### src/rtl/ubt_pkg.sv
package ubt_pkg;

    localparam int NDIR   = 2;
    localparam int DIR_AB = 0;
    localparam int DIR_BA = 1;

    typedef struct packed {
        logic oe_n;
        logic le;
        logic clken_n;
        logic strobe;
    } dir_ctrl_t;

    typedef enum logic [1:0] {
        MODE_PASS    = 2'd0,
        MODE_HOLD    = 2'd1,
        MODE_CLOCKED = 2'd2
    } lane_mode_e;

    // latch enable wins over clock enable
    function automatic lane_mode_e pick_mode(input dir_ctrl_t c);
        if (c.le)
            return MODE_PASS;
        else if (c.clken_n)
            return MODE_HOLD;
        else
            return MODE_CLOCKED;
    endfunction

endpackage

### src/rtl/ubt_rise_det.sv
module ubt_rise_det (
    input  logic clk,
    input  logic rst,
    input  logic lvl,
    output logic rise
);
    logic prev_q;

    // reset to high so a strobe already high at release is not an edge
    always_ff @(posedge clk) begin
        if (rst)
            prev_q <= 1'b1;
        else
            prev_q <= lvl;
    end

    assign rise = lvl & ~prev_q;
endmodule

### src/rtl/ubt_lane.sv
module ubt_lane
    import ubt_pkg::*;
#(
    parameter int W = 20
) (
    input  logic      clk,
    input  logic      rst,
    input  logic      freeze,
    input  dir_ctrl_t ctrl,
    input  logic [W-1:0] src,
    output logic [W-1:0] dout,
    output logic      drive
);
    lane_mode_e   mode;
    logic         strobe_rise;
    logic [W-1:0] store_q;

    assign mode = pick_mode(ctrl);

    ubt_rise_det edge_i (
        .clk  (clk),
        .rst  (rst),
        .lvl  (ctrl.strobe),
        .rise (strobe_rise)
    );

    always_ff @(posedge clk) begin
        if (rst) begin
            store_q <= '0;
        end else if (!freeze) begin
            unique case (mode)
                MODE_PASS:    store_q <= src;
                MODE_CLOCKED: if (strobe_rise) store_q <= src;
                default:      store_q <= store_q;
            endcase
        end
    end

    assign dout  = (mode == MODE_PASS) ? src : store_q;
    assign drive = ~ctrl.oe_n;
endmodule

### src/rtl/ubt_test_mux.sv
module ubt_test_mux #(
    parameter int W = 20
) (
    input  logic         sel_test,
    input  logic [W-1:0] fn_data,
    input  logic         fn_en,
    input  logic [W-1:0] tst_data,
    input  logic         tst_en,
    output logic [W-1:0] out_data,
    output logic         out_en
);
    always_comb begin
        if (sel_test) begin
            out_data = tst_data;
            out_en   = tst_en;
        end else begin
            out_data = fn_data;
            out_en   = fn_en;
        end
    end
endmodule

### src/rtl/ubt_xcvr.sv
module ubt_xcvr
    import ubt_pkg::*;
#(
    parameter int W = 20
) (
    input  logic         clk,
    input  logic         rst,
    input  logic         test_mode,
    input  logic [W-1:0] a_in,
    input  logic [W-1:0] b_in,
    input  logic         ab_oe_n,
    input  logic         ab_le,
    input  logic         ab_clken_n,
    input  logic         ab_clk,
    input  logic         ba_oe_n,
    input  logic         ba_le,
    input  logic         ba_clken_n,
    input  logic         ba_clk,
    input  logic [W-1:0] tst_a_dout,
    input  logic         tst_a_oe,
    input  logic [W-1:0] tst_b_dout,
    input  logic         tst_b_oe,
    output logic [W-1:0] b_dout,
    output logic         b_oe,
    output logic [W-1:0] a_dout,
    output logic         a_oe
);
    dir_ctrl_t    ctl      [NDIR];
    logic [W-1:0] src      [NDIR];
    logic [W-1:0] fn_data  [NDIR];
    logic         fn_en    [NDIR];
    logic [W-1:0] tst_data [NDIR];
    logic         tst_en   [NDIR];
    logic [W-1:0] out_data [NDIR];
    logic         out_en   [NDIR];

    assign ctl[DIR_AB] = '{oe_n: ab_oe_n, le: ab_le, clken_n: ab_clken_n, strobe: ab_clk};
    assign ctl[DIR_BA] = '{oe_n: ba_oe_n, le: ba_le, clken_n: ba_clken_n, strobe: ba_clk};

    assign src[DIR_AB]      = a_in;
    assign src[DIR_BA]      = b_in;
    assign tst_data[DIR_AB] = tst_b_dout;
    assign tst_en[DIR_AB]   = tst_b_oe;
    assign tst_data[DIR_BA] = tst_a_dout;
    assign tst_en[DIR_BA]   = tst_a_oe;

    for (genvar d = 0; d < NDIR; d++) begin : g_dir
        ubt_lane #(.W(W)) lane_i (
            .clk    (clk),
            .rst    (rst),
            .freeze (test_mode),
            .ctrl   (ctl[d]),
            .src    (src[d]),
            .dout   (fn_data[d]),
            .drive  (fn_en[d])
        );

        ubt_test_mux #(.W(W)) mux_i (
            .sel_test (test_mode),
            .fn_data  (fn_data[d]),
            .fn_en    (fn_en[d]),
            .tst_data (tst_data[d]),
            .tst_en   (tst_en[d]),
            .out_data (out_data[d]),
            .out_en   (out_en[d])
        );
    end

    assign b_dout = out_data[DIR_AB];
    assign b_oe   = out_en[DIR_AB];
    assign a_dout = out_data[DIR_BA];
    assign a_oe   = out_en[DIR_BA];
endmodule

### config.mk
export PLATFORM = sky130hd
export DESIGN_NAME = ubt_xcvr
export DESIGN_NICKNAME = d
export VERILOG_FILES = /design/src/rtl/ubt_pkg.sv /design/src/rtl/ubt_rise_det.sv /design/src/rtl/ubt_lane.sv /design/src/rtl/ubt_test_mux.sv /design/src/rtl/ubt_xcvr.sv
export SDC_FILE = /design/constraint.sdc
export NUM_CORES = 1
export LEC_CHECK = 0
export BUFFER_PORTS_ARGS = -buffer_cell sky130_fd_sc_hd__buf_2
export CAP_MARGIN = 20
export CORE_ASPECT_RATIO = 0.7
export CORE_UTILIZATION = 50
export CTS_CLUSTER_DIAMETER = 200
export CTS_CLUSTER_SIZE = 8
export DETAILED_ROUTE_END_ITERATION = 7
export PLACE_DENSITY = 0.85
export SETUP_SLACK_MARGIN = 0.05
export SYNTH_ARGS = -nofsm -noshare
export SYNTH_HDL_FRONTEND = slang
export SYNTH_HIERARCHICAL = 1
export SYNTH_SLANG_ARGS = --single-unit
### constraint.sdc
create_clock -name clk -period 1.9 [get_ports clk]
set_input_delay 0.095 -clock clk [delete_from_list [all_inputs] [get_ports clk]]
set_output_delay 0.095 -clock clk [all_outputs]
set_load 0.05 [all_outputs]
==> flow_summary.rst <==
.. list-table::
   :header-rows: 1

   * - Metric
     - Value
   * - Outcome
     - completed
   * - Post-Syn Area per Cell
     - 11.2 um^2
   * - Data required, critical path
     - 2.11 ns
   * - Std cell rows
     - 23
   * - Share of synthesized flip-flops with an asynchronous set or reset
     - 0%
   * - Largest net degree at the start of global routing
     - 83
   * - Worst flop-to-flop path startpoint
     - g_dir[1].lane_i/edge_i/prev_q
   * - Core Area
     - 0.00584 mm^2
   * - Total of endpoints with negative setup slack in the final report
     - 0
   * - Via/cell ratio
     - 4.93
   * - Cell area after layout
     - 0.00385 mm^2
   * - Post-detailed-placement half-perimeter wirelength
     - 4.62 mm
   * - Library cell occupying the most area in the post-synthesis netlist
     - sky130_fd_sc_hd__dfxtp_1
   * - Number of clock sinks seen by CTS
     - 42
   * - Final setup skew
     - 0.0124 ns
   * - Worst path slowest cell
     - sky130_fd_sc_hd__dlygate4sd3_1
   * - Arrival time of the worst setup path
     - 1.78 ns
   * - Top post-synthesis cells by count
     - sky130_fd_sc_hd__nand2b_1 (80), sky130_fd_sc_hd__dfxtp_1 (42), sky130_fd_sc_hd__mux2_2 (42)
   * - P_leak
     - 1.85 nW
   * - Number of storage elements in the synthesis netlist
     - 42
   * - Max-cap check violation count
     - 0
   * - Endpoints failing hold
     - 0
   * - Diode insertion count for antenna repair
     - 0
   * - Post-synthesis cell area
     - 0.00309 mm^2
   * - Number of slew-limit violations in the final report
     - 0
   * - Setup WS pre-CTS
     - 0.406 ns
   * - Final standard cell utilization of the core
     - 65.9%
   * - Average routed wire per standard cell
     - 13.4 um
   * - I/O pin total
     - 135
   * - Via count of the routed design
     - 2,364
   * - Cell types occupying the most area after synthesis
     - sky130_fd_sc_hd__dfxtp_1 (27%), sky130_fd_sc_hd__mux2_4 (19%), sky130_fd_sc_hd__nand2b_1 (16%)
   * - GRT Residual Overflow
     - 0
   * - DR pass1 iterations
     - 4
   * - Initial Util
     - 52.9%
   * - Count of H-tree levels built during CTS
     - 2
   * - Clock buffer depth
     - 2
   * - Fraction of final layout cells sized beyond drive strength 1
     - 58.0%
   * - Fill count
     - 491
   * - Total power
     - 2.43 mW
   * - Wire length of the first global-routing pass
     - 10.0 mm
   * - Clock tree from TritonCTS
     - built
   * - Number of antenna-violating nets in the routed design
     - 0
   * - Post-CTS clock slew at the launch and capture registers of the worst setup and hold paths
     - 0.09 ns
   * - Most used standard cell by instance count after synthesis
     - sky130_fd_sc_hd__nand2b_1
   * - Number of CTS-inserted buffers
     - 5
   * - Die X-Extent
     - 96.0 um
   * - Highest cell delay on the worst timing path
     - 0.54 ns
   * - Post-Route Setup TNS
     - 0 ns
   * - DP Area
     - 0.00374 mm^2
   * - Critical path launch point type
     - primary input
   * - RSZ-0062 raised after global routing
     - no
   * - R2R setup slack
     - 0.49 ns
   * - Achievable Freq
     - 636 MHz
   * - Port buffer count
     - 134
   * - Share of the clock period used by the worst path after layout
     - 82.7%
   * - Post-route minimum period
     - 1.57 ns
   * - Final Instance Count excl. Fillers
     - 480
   * - Hold WS
     - 0.0619 ns
   * - Endpoint kind of the worst setup timing path
     - register
   * - Post-CTS setup buffer count
     - 0
   * - Max-slew headroom
     - 67.2%
   * - Largest vdd supply drop
     - 309 uV
   * - Worst Hold Class
     - primary input to register
   * - Synthesized net count
     - 369
   * - Nets
     - 497
   * - Total detailed-routing wirelength
     - 6.42 mm
   * - Ys flop type
     - sky130_fd_sc_hd__dfxtp_1
   * - Number of enable-type register cells in the synthesized netlist
     - 0
   * - Vias in the first global route
     - 2,319
   * - Overall die area
     - 0.00650 mm^2
   * - Residual DRC count
     - 0
   * - Yosys top cell area share
     - 27.2%
   * - Number of antenna violations at the first check in global routing
     - 0
   * - Unique masters post-synth
     - 15
   * - Clk root buf
     - sky130_fd_sc_hd__clkbuf_8
   * - DRT iter0 DRCs
     - 58
   * - Reg2Reg Capture Point
     - g_dir[1].lane_i/store_q[16]
   * - Layout overhead on the synthesized area
     - 24.7%
   * - Gate count after technology mapping
     - 276
   * - Slew at the pin closest to its max-slew limit
     - 0.492 ns
   * - Worst Path Class, Setup
     - primary input to register
   * - Sequential-to-total area share from yosys stat
     - 27.2%
   * - Source-to-sink clock delay at the later pin of the worst-skew pair
     - 0.29 ns
   * - Count of synthesis-stage warnings from yosys
     - 6
   * - Power density over the cells
     - 631 mW/mm^2
   * - Post-route worst setup slack
     - 0.329 ns
   * - Crit-path cells
     - dlygate4sd3_1 -> buf_2 -> nor2b_1 -> nand2b_4 -> a21oi_4 -> buf_4 -> mux2i_1
   * - Height of the die
     - 67.8 um
   * - Cell Count Post-Placement
     - 470
   * - Global routing usage summed across all routing layers
     - 19.9%
   * - Global placement routability congestion
     - 0.662
   * - Hold buffer count at CTS
     - 2
   * - Cell depth of the worst min-delay path
     - 3
   * - Hold wc startpoint
     - b_in[9]
   * - Number of gates resized after cts
     - 0
   * - R2r worst-path depth
     - 5
   * - Endpoint, Worst Hold
     - g_dir[1].lane_i/store_q[9]
   * - Max FO, Critical Path
     - 20
-- worst max-delay path, delay by kind of cell --
| kind | cells | cell delay (ns) |
|---|---|---|
| mux | 1 | 0.24 |
| buf+inv | 3 | 1.00 |
| simple gates | 2 | 0.32 |
| compound gates | 1 | 0.13 |
-- state kept, by name, summed over array words and instances (netlist names) --
signal	cells
g_dir.lane_i/edge_i/prev_q	2
g_dir.lane_i/store_q	40
-- where the power goes --
group | switching, mW | total, mW | internal [mW]
logic | 0.510 | 0.901 | 0.391
registers | 0.0240 | 0.953 | 0.929
clock network | 0.318 | 0.576 | 0.258
-- how the worst max path moves through the flow --
stage                                              from  slack, ns                           to
final                                            ba_clk       0.33  g_dir[1].lane_i/store_q[16]
after global routing                             ba_clk       0.23  g_dir[1].lane_i/store_q[16]
after CTS                                        ba_clk       0.32  g_dir[1].lane_i/store_q[16]
after detailed placement                          ba_le       0.41                   a_dout[17]
after global placement                            ba_le       0.41                   a_dout[17]
after floorplan           g_dir[0].lane_i/edge_i/prev_q       0.78   g_dir[0].lane_i/store_q[0]
-- placed cells by master (no fill, tap or decap) --
cell type                       count
sky130_fd_sc_hd__mux2_2            42
sky130_fd_sc_hd__nand2b_1          80
sky130_fd_sc_hd__or2_1              2
sky130_fd_sc_hd__clkinv_4           1
sky130_fd_sc_hd__dlygate4sd3_1      2
sky130_fd_sc_hd__buf_2            134
sky130_fd_sc_hd__buf_4              3
sky130_fd_sc_hd__a21oi_4            2
sky130_fd_sc_hd__clkinv_2           1
sky130_fd_sc_hd__dfxtp_1           42
sky130_fd_sc_hd__nor2b_1            2
sky130_fd_sc_hd__buf_12             2
sky130_fd_sc_hd__mux2_4            40
sky130_fd_sc_hd__inv_1              2
sky130_fd_sc_hd__inv_2              2
sky130_fd_sc_hd__clkinvlp_4         1
sky130_fd_sc_hd__mux2i_1           40
sky130_fd_sc_hd__clkbuf_8           5
sky130_fd_sc_hd__nand2b_4           2
-- area by class of cell --
class	instances	area (um^2)	share of cell area [%]
inverter	4	15.0	0.390
multi-input combinational	210	2060	53.5
clock buffer	5	68.8	1.79
clock inverter	3	21.3	0.552
tap	75	93.8	2.44
timing repair buffer	141	753	19.6
sequential	42	841	21.8
-- routing by layer --
metal,share of wire (%),vias to the layer above,global-route usage [%]
li1,-,1197,-
met2,50,74,38.8
met1,43,1091,22.3
met5,0,-,0
met4,0.22,0,3.36
met3,6.3,2,4.73
-- kinds of logic (layout without fill, tap and decap cells) --
| family | after synthesis | after routing | share of synthesized area [%] |
|---|---|---|---|
| and+or+nand+nor | 86 | 86 | 17.9 |
| buffers and inverters | 24 | 153 | 6.15 |
| AOI/OAI and AO/OA | 2 | 2 | 1.05 |
| muxes | 122 | 122 | 47.7 |
| DFF | 42 | 42 | 27.2 |
No activity file was read; power rests on OpenSTA's default activity.
